## config.mk

```make
export PLATFORM = sky130hd
export DESIGN_NAME = chain_dma
export DESIGN_NICKNAME = d
export VERILOG_FILES = /design/src/rtl/chain_dma_pkg.sv /design/src/rtl/chain_dma_core.sv /design/src/rtl/chain_dma_status.sv /design/src/rtl/chain_dma.sv
export SDC_FILE = /design/constraint.sdc
export NUM_CORES = 1
export LEC_CHECK = 0
export BUFFER_PORTS_ARGS = -buffer_cell sky130_fd_sc_hd__buf_4
export CAP_MARGIN = 25
export CORE_ASPECT_RATIO = 2
export CORE_UTILIZATION = 55
export CTS_CLUSTER_SIZE = 12
export DETAILED_ROUTE_END_ITERATION = 10
export PLACE_DENSITY = 0.91
export SYNTH_ARGS = -nofsm -noshare
export SYNTH_HDL_FRONTEND = slang
export SYNTH_HIERARCHICAL = 1
export SYNTH_SLANG_ARGS = --single-unit
```

## constraint.sdc

```tcl
create_clock -name clk -period 6.9 [get_ports clk]
set_clock_uncertainty 0.15 [all_clocks]
set_input_delay 1.035 -clock clk [delete_from_list [all_inputs] [get_ports clk]]
set_output_delay 1.035 -clock clk [all_outputs]
set_load 0.02 [all_outputs]
```

## src/rtl/chain_dma_pkg.sv

```systemverilog
package chain_dma_pkg;

    typedef enum logic [2:0] {
        S_IDLE,
        S_FETCH,
        S_MEM_RD,
        S_FIFO_PUSH,
        S_FIFO_POP,
        S_MEM_WR,
        S_WBACK
    } dma_state_e;

    // control word flag positions (decoded by software and engine alike)
    localparam int OWN_BIT   = 31;
    localparam int EOR_BIT   = 5;
    localparam int CHAIN_BIT = 4;
    localparam int LAST_BIT  = 2;
    localparam int NOIRQ_BIT = 1;

    localparam int WORD_BYTES = 4;
    localparam int DESC_WORDS = 4;
    localparam int DESC_BYTES = WORD_BYTES * DESC_WORDS;

    // status vector layout
    localparam int ST_TX   = 0;
    localparam int ST_RX   = 1;
    localparam int ST_SUM  = 2;
    localparam int ST_UNAV = 3;
    localparam int ST_W    = 4;

endpackage

```

## src/rtl/chain_dma_core.sv

```systemverilog
module chain_dma_core
    import chain_dma_pkg::*;
#(
    parameter int AW    = 32,
    parameter int LEN_W = 12
) (
    input  logic          clk,
    input  logic          rst_n,
    input  logic          soft_rst,
    input  logic          enable,
    input  logic          poll,
    input  logic          dir_tx,
    input  logic [AW-1:0] base_addr,
    output logic          mem_req,
    output logic          mem_we,
    output logic [AW-1:0] mem_addr,
    output logic [31:0]   mem_wdata,
    input  logic          mem_ack,
    input  logic [31:0]   mem_rdata,
    output logic          fifo_push,
    output logic [31:0]   fifo_wdata,
    input  logic          fifo_full,
    output logic          fifo_pop,
    input  logic [31:0]   fifo_rdata,
    input  logic          fifo_empty,
    output logic          busy,
    output logic          evt_done,
    output logic          evt_tx,
    output logic          evt_unavail
);

    localparam int WCNT_W = $clog2(DESC_WORDS);
    localparam logic [WCNT_W-1:0] WCNT_LAST = WCNT_W'(DESC_WORDS - 1);
    localparam logic [LEN_W-1:0]  BEAT      = LEN_W'(WORD_BYTES);

    dma_state_e        state_q, state_d;
    logic [WCNT_W-1:0] wcnt_q;
    logic [AW-1:0]     cur_q, buf_q, nxt_q;
    logic [31:0]       ctrl_q, data_q;
    logic [LEN_W-1:0]  rem_q;
    logic              dir_q, started_q;
    logic              start, last_beat, owned;

    assign start     = (state_q == S_IDLE) && poll && enable;
    assign last_beat = (rem_q <= BEAT);
    assign owned     = mem_rdata[OWN_BIT];

    // state register
    always_ff @(posedge clk) begin
        if (!rst_n) state_q <= S_IDLE;
        else        state_q <= state_d;
    end

    // next state and outputs
    always_comb begin
        state_d     = state_q;
        mem_req     = 1'b0;
        mem_we      = 1'b0;
        mem_addr    = cur_q;
        mem_wdata   = data_q;
        fifo_push   = 1'b0;
        fifo_pop    = 1'b0;
        fifo_wdata  = data_q;
        evt_done    = 1'b0;
        evt_unavail = 1'b0;
        unique case (state_q)
            S_IDLE: begin
                if (start) state_d = S_FETCH;
            end
            S_FETCH: begin
                mem_req  = 1'b1;
                mem_addr = cur_q + AW'({wcnt_q, 2'b00});
                if (mem_ack) begin
                    if (wcnt_q == '0 && !owned) begin
                        evt_unavail = 1'b1;
                        state_d     = S_IDLE;
                    end else if (wcnt_q == WCNT_LAST) begin
                        if (rem_q == '0)  state_d = S_WBACK;
                        else if (dir_q)   state_d = S_MEM_RD;
                        else              state_d = S_FIFO_POP;
                    end
                end
            end
            S_MEM_RD: begin
                mem_req  = 1'b1;
                mem_addr = buf_q;
                if (mem_ack) state_d = S_FIFO_PUSH;
            end
            S_FIFO_PUSH: begin
                if (!fifo_full) begin
                    fifo_push = 1'b1;
                    state_d   = last_beat ? S_WBACK : S_MEM_RD;
                end
            end
            S_FIFO_POP: begin
                if (!fifo_empty) begin
                    fifo_pop = 1'b1;
                    state_d  = S_MEM_WR;
                end
            end
            S_MEM_WR: begin
                mem_req  = 1'b1;
                mem_we   = 1'b1;
                mem_addr = buf_q;
                if (mem_ack) state_d = last_beat ? S_WBACK : S_FIFO_POP;
            end
            S_WBACK: begin
                mem_req   = 1'b1;
                mem_we    = 1'b1;
                mem_addr  = cur_q;
                mem_wdata = {1'b0, ctrl_q[OWN_BIT-1:0]};
                if (mem_ack) begin
                    evt_done = !ctrl_q[NOIRQ_BIT];
                    state_d  = ctrl_q[LAST_BIT] ? S_IDLE : S_FETCH;
                end
            end
            default: state_d = S_IDLE;
        endcase
        if (soft_rst) begin
            state_d     = S_IDLE;
            evt_done    = 1'b0;
            evt_unavail = 1'b0;
        end
    end

    assign busy   = (state_q != S_IDLE);
    assign evt_tx = dir_q;

    // datapath registers
    always_ff @(posedge clk) begin
        if (!rst_n || soft_rst) begin
            wcnt_q    <= '0;
            cur_q     <= '0;
            buf_q     <= '0;
            nxt_q     <= '0;
            ctrl_q    <= '0;
            data_q    <= '0;
            rem_q     <= '0;
            dir_q     <= 1'b0;
            started_q <= 1'b0;
        end else begin
            if (start) begin
                started_q <= 1'b1;
                dir_q     <= dir_tx;
                wcnt_q    <= '0;
                if (!started_q) cur_q <= base_addr;
            end
            if (state_q == S_FETCH && mem_ack) begin
                wcnt_q <= wcnt_q + 1'b1;
                unique case (wcnt_q)
                    2'd0:    ctrl_q <= mem_rdata;
                    2'd1:    rem_q  <= mem_rdata[LEN_W-1:0];
                    2'd2:    buf_q  <= mem_rdata[AW-1:0];
                    default: nxt_q  <= mem_rdata[AW-1:0];
                endcase
            end
            if (state_q == S_MEM_RD && mem_ack) data_q <= mem_rdata;
            if (state_q == S_FIFO_POP && !fifo_empty) data_q <= fifo_rdata;
            if ((state_q == S_FIFO_PUSH && !fifo_full) ||
                (state_q == S_MEM_WR && mem_ack)) begin
                buf_q <= buf_q + AW'(WORD_BYTES);
                rem_q <= last_beat ? '0 : rem_q - BEAT;
            end
            if (state_q == S_WBACK && mem_ack) begin
                wcnt_q <= '0;
                if (ctrl_q[EOR_BIT])        cur_q <= base_addr;
                else if (ctrl_q[CHAIN_BIT]) cur_q <= nxt_q;
                else                        cur_q <= cur_q + AW'(DESC_BYTES);
            end
        end
    end

endmodule

```

## src/rtl/chain_dma_status.sv

```systemverilog
module chain_dma_status
    import chain_dma_pkg::*;
(
    input  logic            clk,
    input  logic            rst_n,
    input  logic            soft_rst,
    input  logic            evt_done,
    input  logic            evt_tx,
    input  logic            evt_unavail,
    input  logic [ST_W-1:0] sts_clr,
    output logic [ST_W-1:0] sts,
    output logic            irq
);

    logic [ST_W-1:0] set_v;

    always_comb begin
        set_v          = '0;
        set_v[ST_TX]   = evt_done && evt_tx;
        set_v[ST_RX]   = evt_done && !evt_tx;
        set_v[ST_SUM]  = evt_done;
        set_v[ST_UNAV] = evt_unavail;
    end

    always_ff @(posedge clk) begin
        if (!rst_n || soft_rst) sts <= '0;
        else                    sts <= (sts & ~sts_clr) | set_v;
    end

    assign irq = sts[ST_SUM] | sts[ST_UNAV];

endmodule

```

## src/rtl/chain_dma.sv

```systemverilog
module chain_dma
    import chain_dma_pkg::*;
#(
    parameter int AW    = 32,
    parameter int LEN_W = 12
) (
    input  logic          clk,
    input  logic          rst_n,
    input  logic          soft_rst,
    input  logic          enable,
    input  logic          poll,
    input  logic          dir_tx,
    input  logic [AW-1:0] base_addr,
    input  logic [3:0]    sts_clr,
    output logic          mem_req,
    output logic          mem_we,
    output logic [AW-1:0] mem_addr,
    output logic [31:0]   mem_wdata,
    input  logic          mem_ack,
    input  logic [31:0]   mem_rdata,
    output logic          fifo_push,
    output logic [31:0]   fifo_wdata,
    input  logic          fifo_full,
    output logic          fifo_pop,
    input  logic [31:0]   fifo_rdata,
    input  logic          fifo_empty,
    output logic          busy,
    output logic [3:0]    sts,
    output logic          irq
);

    logic evt_done, evt_tx, evt_unavail;

    chain_dma_core #(.AW(AW), .LEN_W(LEN_W)) u_core (
        .clk        (clk),
        .rst_n      (rst_n),
        .soft_rst   (soft_rst),
        .enable     (enable),
        .poll       (poll),
        .dir_tx     (dir_tx),
        .base_addr  (base_addr),
        .mem_req    (mem_req),
        .mem_we     (mem_we),
        .mem_addr   (mem_addr),
        .mem_wdata  (mem_wdata),
        .mem_ack    (mem_ack),
        .mem_rdata  (mem_rdata),
        .fifo_push  (fifo_push),
        .fifo_wdata (fifo_wdata),
        .fifo_full  (fifo_full),
        .fifo_pop   (fifo_pop),
        .fifo_rdata (fifo_rdata),
        .fifo_empty (fifo_empty),
        .busy       (busy),
        .evt_done   (evt_done),
        .evt_tx     (evt_tx),
        .evt_unavail(evt_unavail)
    );

    chain_dma_status u_status (
        .clk        (clk),
        .rst_n      (rst_n),
        .soft_rst   (soft_rst),
        .evt_done   (evt_done),
        .evt_tx     (evt_tx),
        .evt_unavail(evt_unavail),
        .sts_clr    (sts_clr),
        .sts        (sts),
        .irq        (irq)
    );

endmodule

```

==> flow_summary.json <==
{
  "die_w_um": 99.35,
  "critical_path_arrival_ns": 3.25,
  "r2r_start": "u_core/state_q[1]",
  "vias_per_cell": 6.532,
  "ios": 215,
  "synth_edf_count": 0,
  "die_area_sq_um": 19540,
  "cts_root_buf": "clkbuf_16",
  "yosysTopAreaCellShare_pct": 34.95,
  "area_growth_pct": 21.12,
  "period_needed_ns": 4.436,
  "grt_pass1_vias": 11089,
  "first_iter_violations": 1248,
  "clk_pin_slew_ns": 0.07,
  "netlist_instances": 1404,
  "final_nets": 1667,
  "layout_setup_ws_ns": 2.464,
  "period_share_pct": 64.29,
  "max_freq_ghz": 0.2254,
  "place_hpwl_um": 26130,
  "cts_max_level": 4,
  "r2r-end": "u_core/buf_q[15]",
  "place_ws_ns": 3.061,
  "cp-end-kind": "output pin",
  "grt_first_pass_wirelength_um": 56280,
  "hold_path_class": "flop to flop",
  "start_util_pct": 56.68,
  "design_area_sq_um": 12630,
  "std_cell_rows": 70,
  "slew_headroom_pct": 26.74,
  "dpl_cell_area_sq_um": 12010,
  "routed_wl_um": 36650,
  "critPathMaxFanout": 14,
  "path_class": "flop to output pin",
  "rsz0062_at_grt": "no",
  "antennaDiodeCount": 0,
  "die-height_um": 196.7,
  "hold_buffers": 0,
  "leakagePower_nw": 4.616,
  "hold_depth": 2,
  "required_ns": 5.71,
  "dr.max_layer_used": "met4",
  "r2r_setup_slack_ns": 3.84,
  "synth-seq-area-share_pct": 34.95,
  "ctsResizeCount": 0,
  "place_congestion": 0.9912,
  "synth_warnings": 6,
  "synth_ff_type": "dfxtp_1",
  "ant_nets": 0,
  "overflow": 0,
  "syn_area_sq_um": 10420,
  "wl_met1_um": 12550,
  "cts-buffers-inserted": 17,
  "worstRegToRegCells": 5,
  "power.density_nw_per_um2": 181.4,
  "grt_max_degree": 89,
  "route.met3.wl_um": 3043,
  "syn_area_per_cell_sq_um": 7.425,
  "postCtsSetupBuffers": 0,
  "outcome": "completed",
  "finalSetupTns_ns": 0,
  "synth_top_area_cell": "dfxtp_1",
  "synth.distinct_cells": 77,
  "vias": 11588,
  "cts_tree": "built",
  "portBuffers": 214,
  "min_from": "u_core/nxt_q[10]",
  "synth_area_leaders": "dfxtp_1 (35%), nand2_1 (12%), a21oi_1 (6.0%)",
  "cts_buffer_depth": 2,
  "setup_viol": 0,
  "layout_common_cells": "nand2_1 (343), buf_4 (232), dfxtp_1 (182), a21oi_1 (124), nor2_1 (71)",
  "fill_cells": 1509,
  "grt_usage_pct": 36.93,
  "drc": 0,
  "async_reset_ff_share_pct": 0,
  "clk_latency_ns": 0.44,
  "dr.pass1.iters": 6,
  "ys_ff_latch": 182,
  "clkSinkCount": 182,
  "finalHoldViolations": 0,
  "drv_slew": 0,
  "syn-num-nets": 1526,
  "holdPathEnd": "u_core/nxt_q[10]",
  "drive_gt1_share_pct": 18.61,
  "core_area_sq_um": 18390,
  "wl_per_cell_um": 20.66,
  "antenna_found_initial": 0,
  "worst_setup_path_start_kind": "flop",
  "max_cap_viol_count": 0,
  "worstMarginPinSlew_ns": 1.094,
  "wl_met2_um": 18480,
  "layout_commonest_cell": "nand2_1",
  "vdd_drop_max_mv": 0.1415
}
-- sequential cells by signal, indices dropped and copies added (netlist names) --
signal             cells
u_core/started_q       1
u_core/buf_q          32
u_core/nxt_q          32
u_core/fifo_wdata     32
u_core/cur_q          32
u_core/evt_tx          1
u_core/wcnt_q          2
u_core/rem_q          12
u_core/state_q         3
u_status/sts           4
u_core/ctrl_q         31
-- cell families after synthesis --
group | count (synthesis) | synth area share (%)
and+or+nand+nor | 617 | 27.76
AOI/OAI and AO/OA | 392 | 24.53
DFF | 182 | 34.95
adders and majority gates | 13 | 1.632
muxes | 38 | 3.673
buffers and inverters | 137 | 5.353
xor gates and xnor gates | 25 | 2.100
-- layer usage --
layer | vias up | global-route usage, %
li1 | 5324 | -
met1 | 5377 | 40.67
met2 | 707 | 63.04
met3 | 180 | 5.922
met4 | 0 | 27.78
met5 | - | 0
-- area by class of cell --
type,count,area (sq um),area share (%)
clock buffers,21,460.4,3.646
clock inverters,11,150.1,1.189
inverters,26,97.59,0.7729
multi-input cells,1085,6248,49.48
flip-flops and latches,182,3643,28.85
well taps,216,270.3,2.140
repair buffers,233,1757,13.91
-- synthesized netlist by cell type, types with 15 or more instances --
library cell and count:
and3_1 17, a22oi_1 18, inv_1 26, clkbuf_1 77, buf_2 26, nand2_1 343, nand3_1 35, dfxtp_1 182
a21oi_1 124, a31oi_1 31, nor2_1 72, o311ai_0 20, o21ai_0 63, nand2b_1 15, nand4_1 23, nor3_1 24
a211oi_1 41, or3_1 19, o211ai_1 25, mux2i_1 36
-- where the power goes --
part,switching [mW],leakage (nW),internal [mW]
registers,0.0155,1.47,1.06
logic,0.116,2.86,0.0822
clock network,0.426,0.293,0.591
-- worst max path at each step --
stage,cells after the start,startpoint,end
after floorplan,7,u_core/cur_q[16],mem_addr[25]
after global placement,5,u_core/state_q[0],mem_addr[31]
after detailed placement,5,u_core/state_q[0],mem_addr[31]
after CTS,5,u_core/state_q[0],mem_addr[31]
after global routing,6,u_core/cur_q[10],mem_addr[27]
final,6,u_core/cur_q[10],mem_addr[29]
-- worst max-delay path, stage by stage, from the launching register on --
cell and delay (ns):
dfxtp_1 0.57, nand4_4 0.22, nor4_4 0.72, nand2_1 0.31, o311ai_0 0.38, o311ai_0 0.34
buf_4 0.26
-- stage by stage --
step	utilization, %	power, mW	cells	hold slack (ns)
global placement	65.21	1.288	1740	0.2884
floorplan	-	1.183	1404	0.2811
global route	68.65	2.351	1774	0.3184
finish	68.65	2.290	1774	0.3017
CTS	68.61	2.291	1773	0.3021
detailed placement	65.29	1.291	1741	0.2937
No activity file was read; power rests on OpenSTA's default activity.
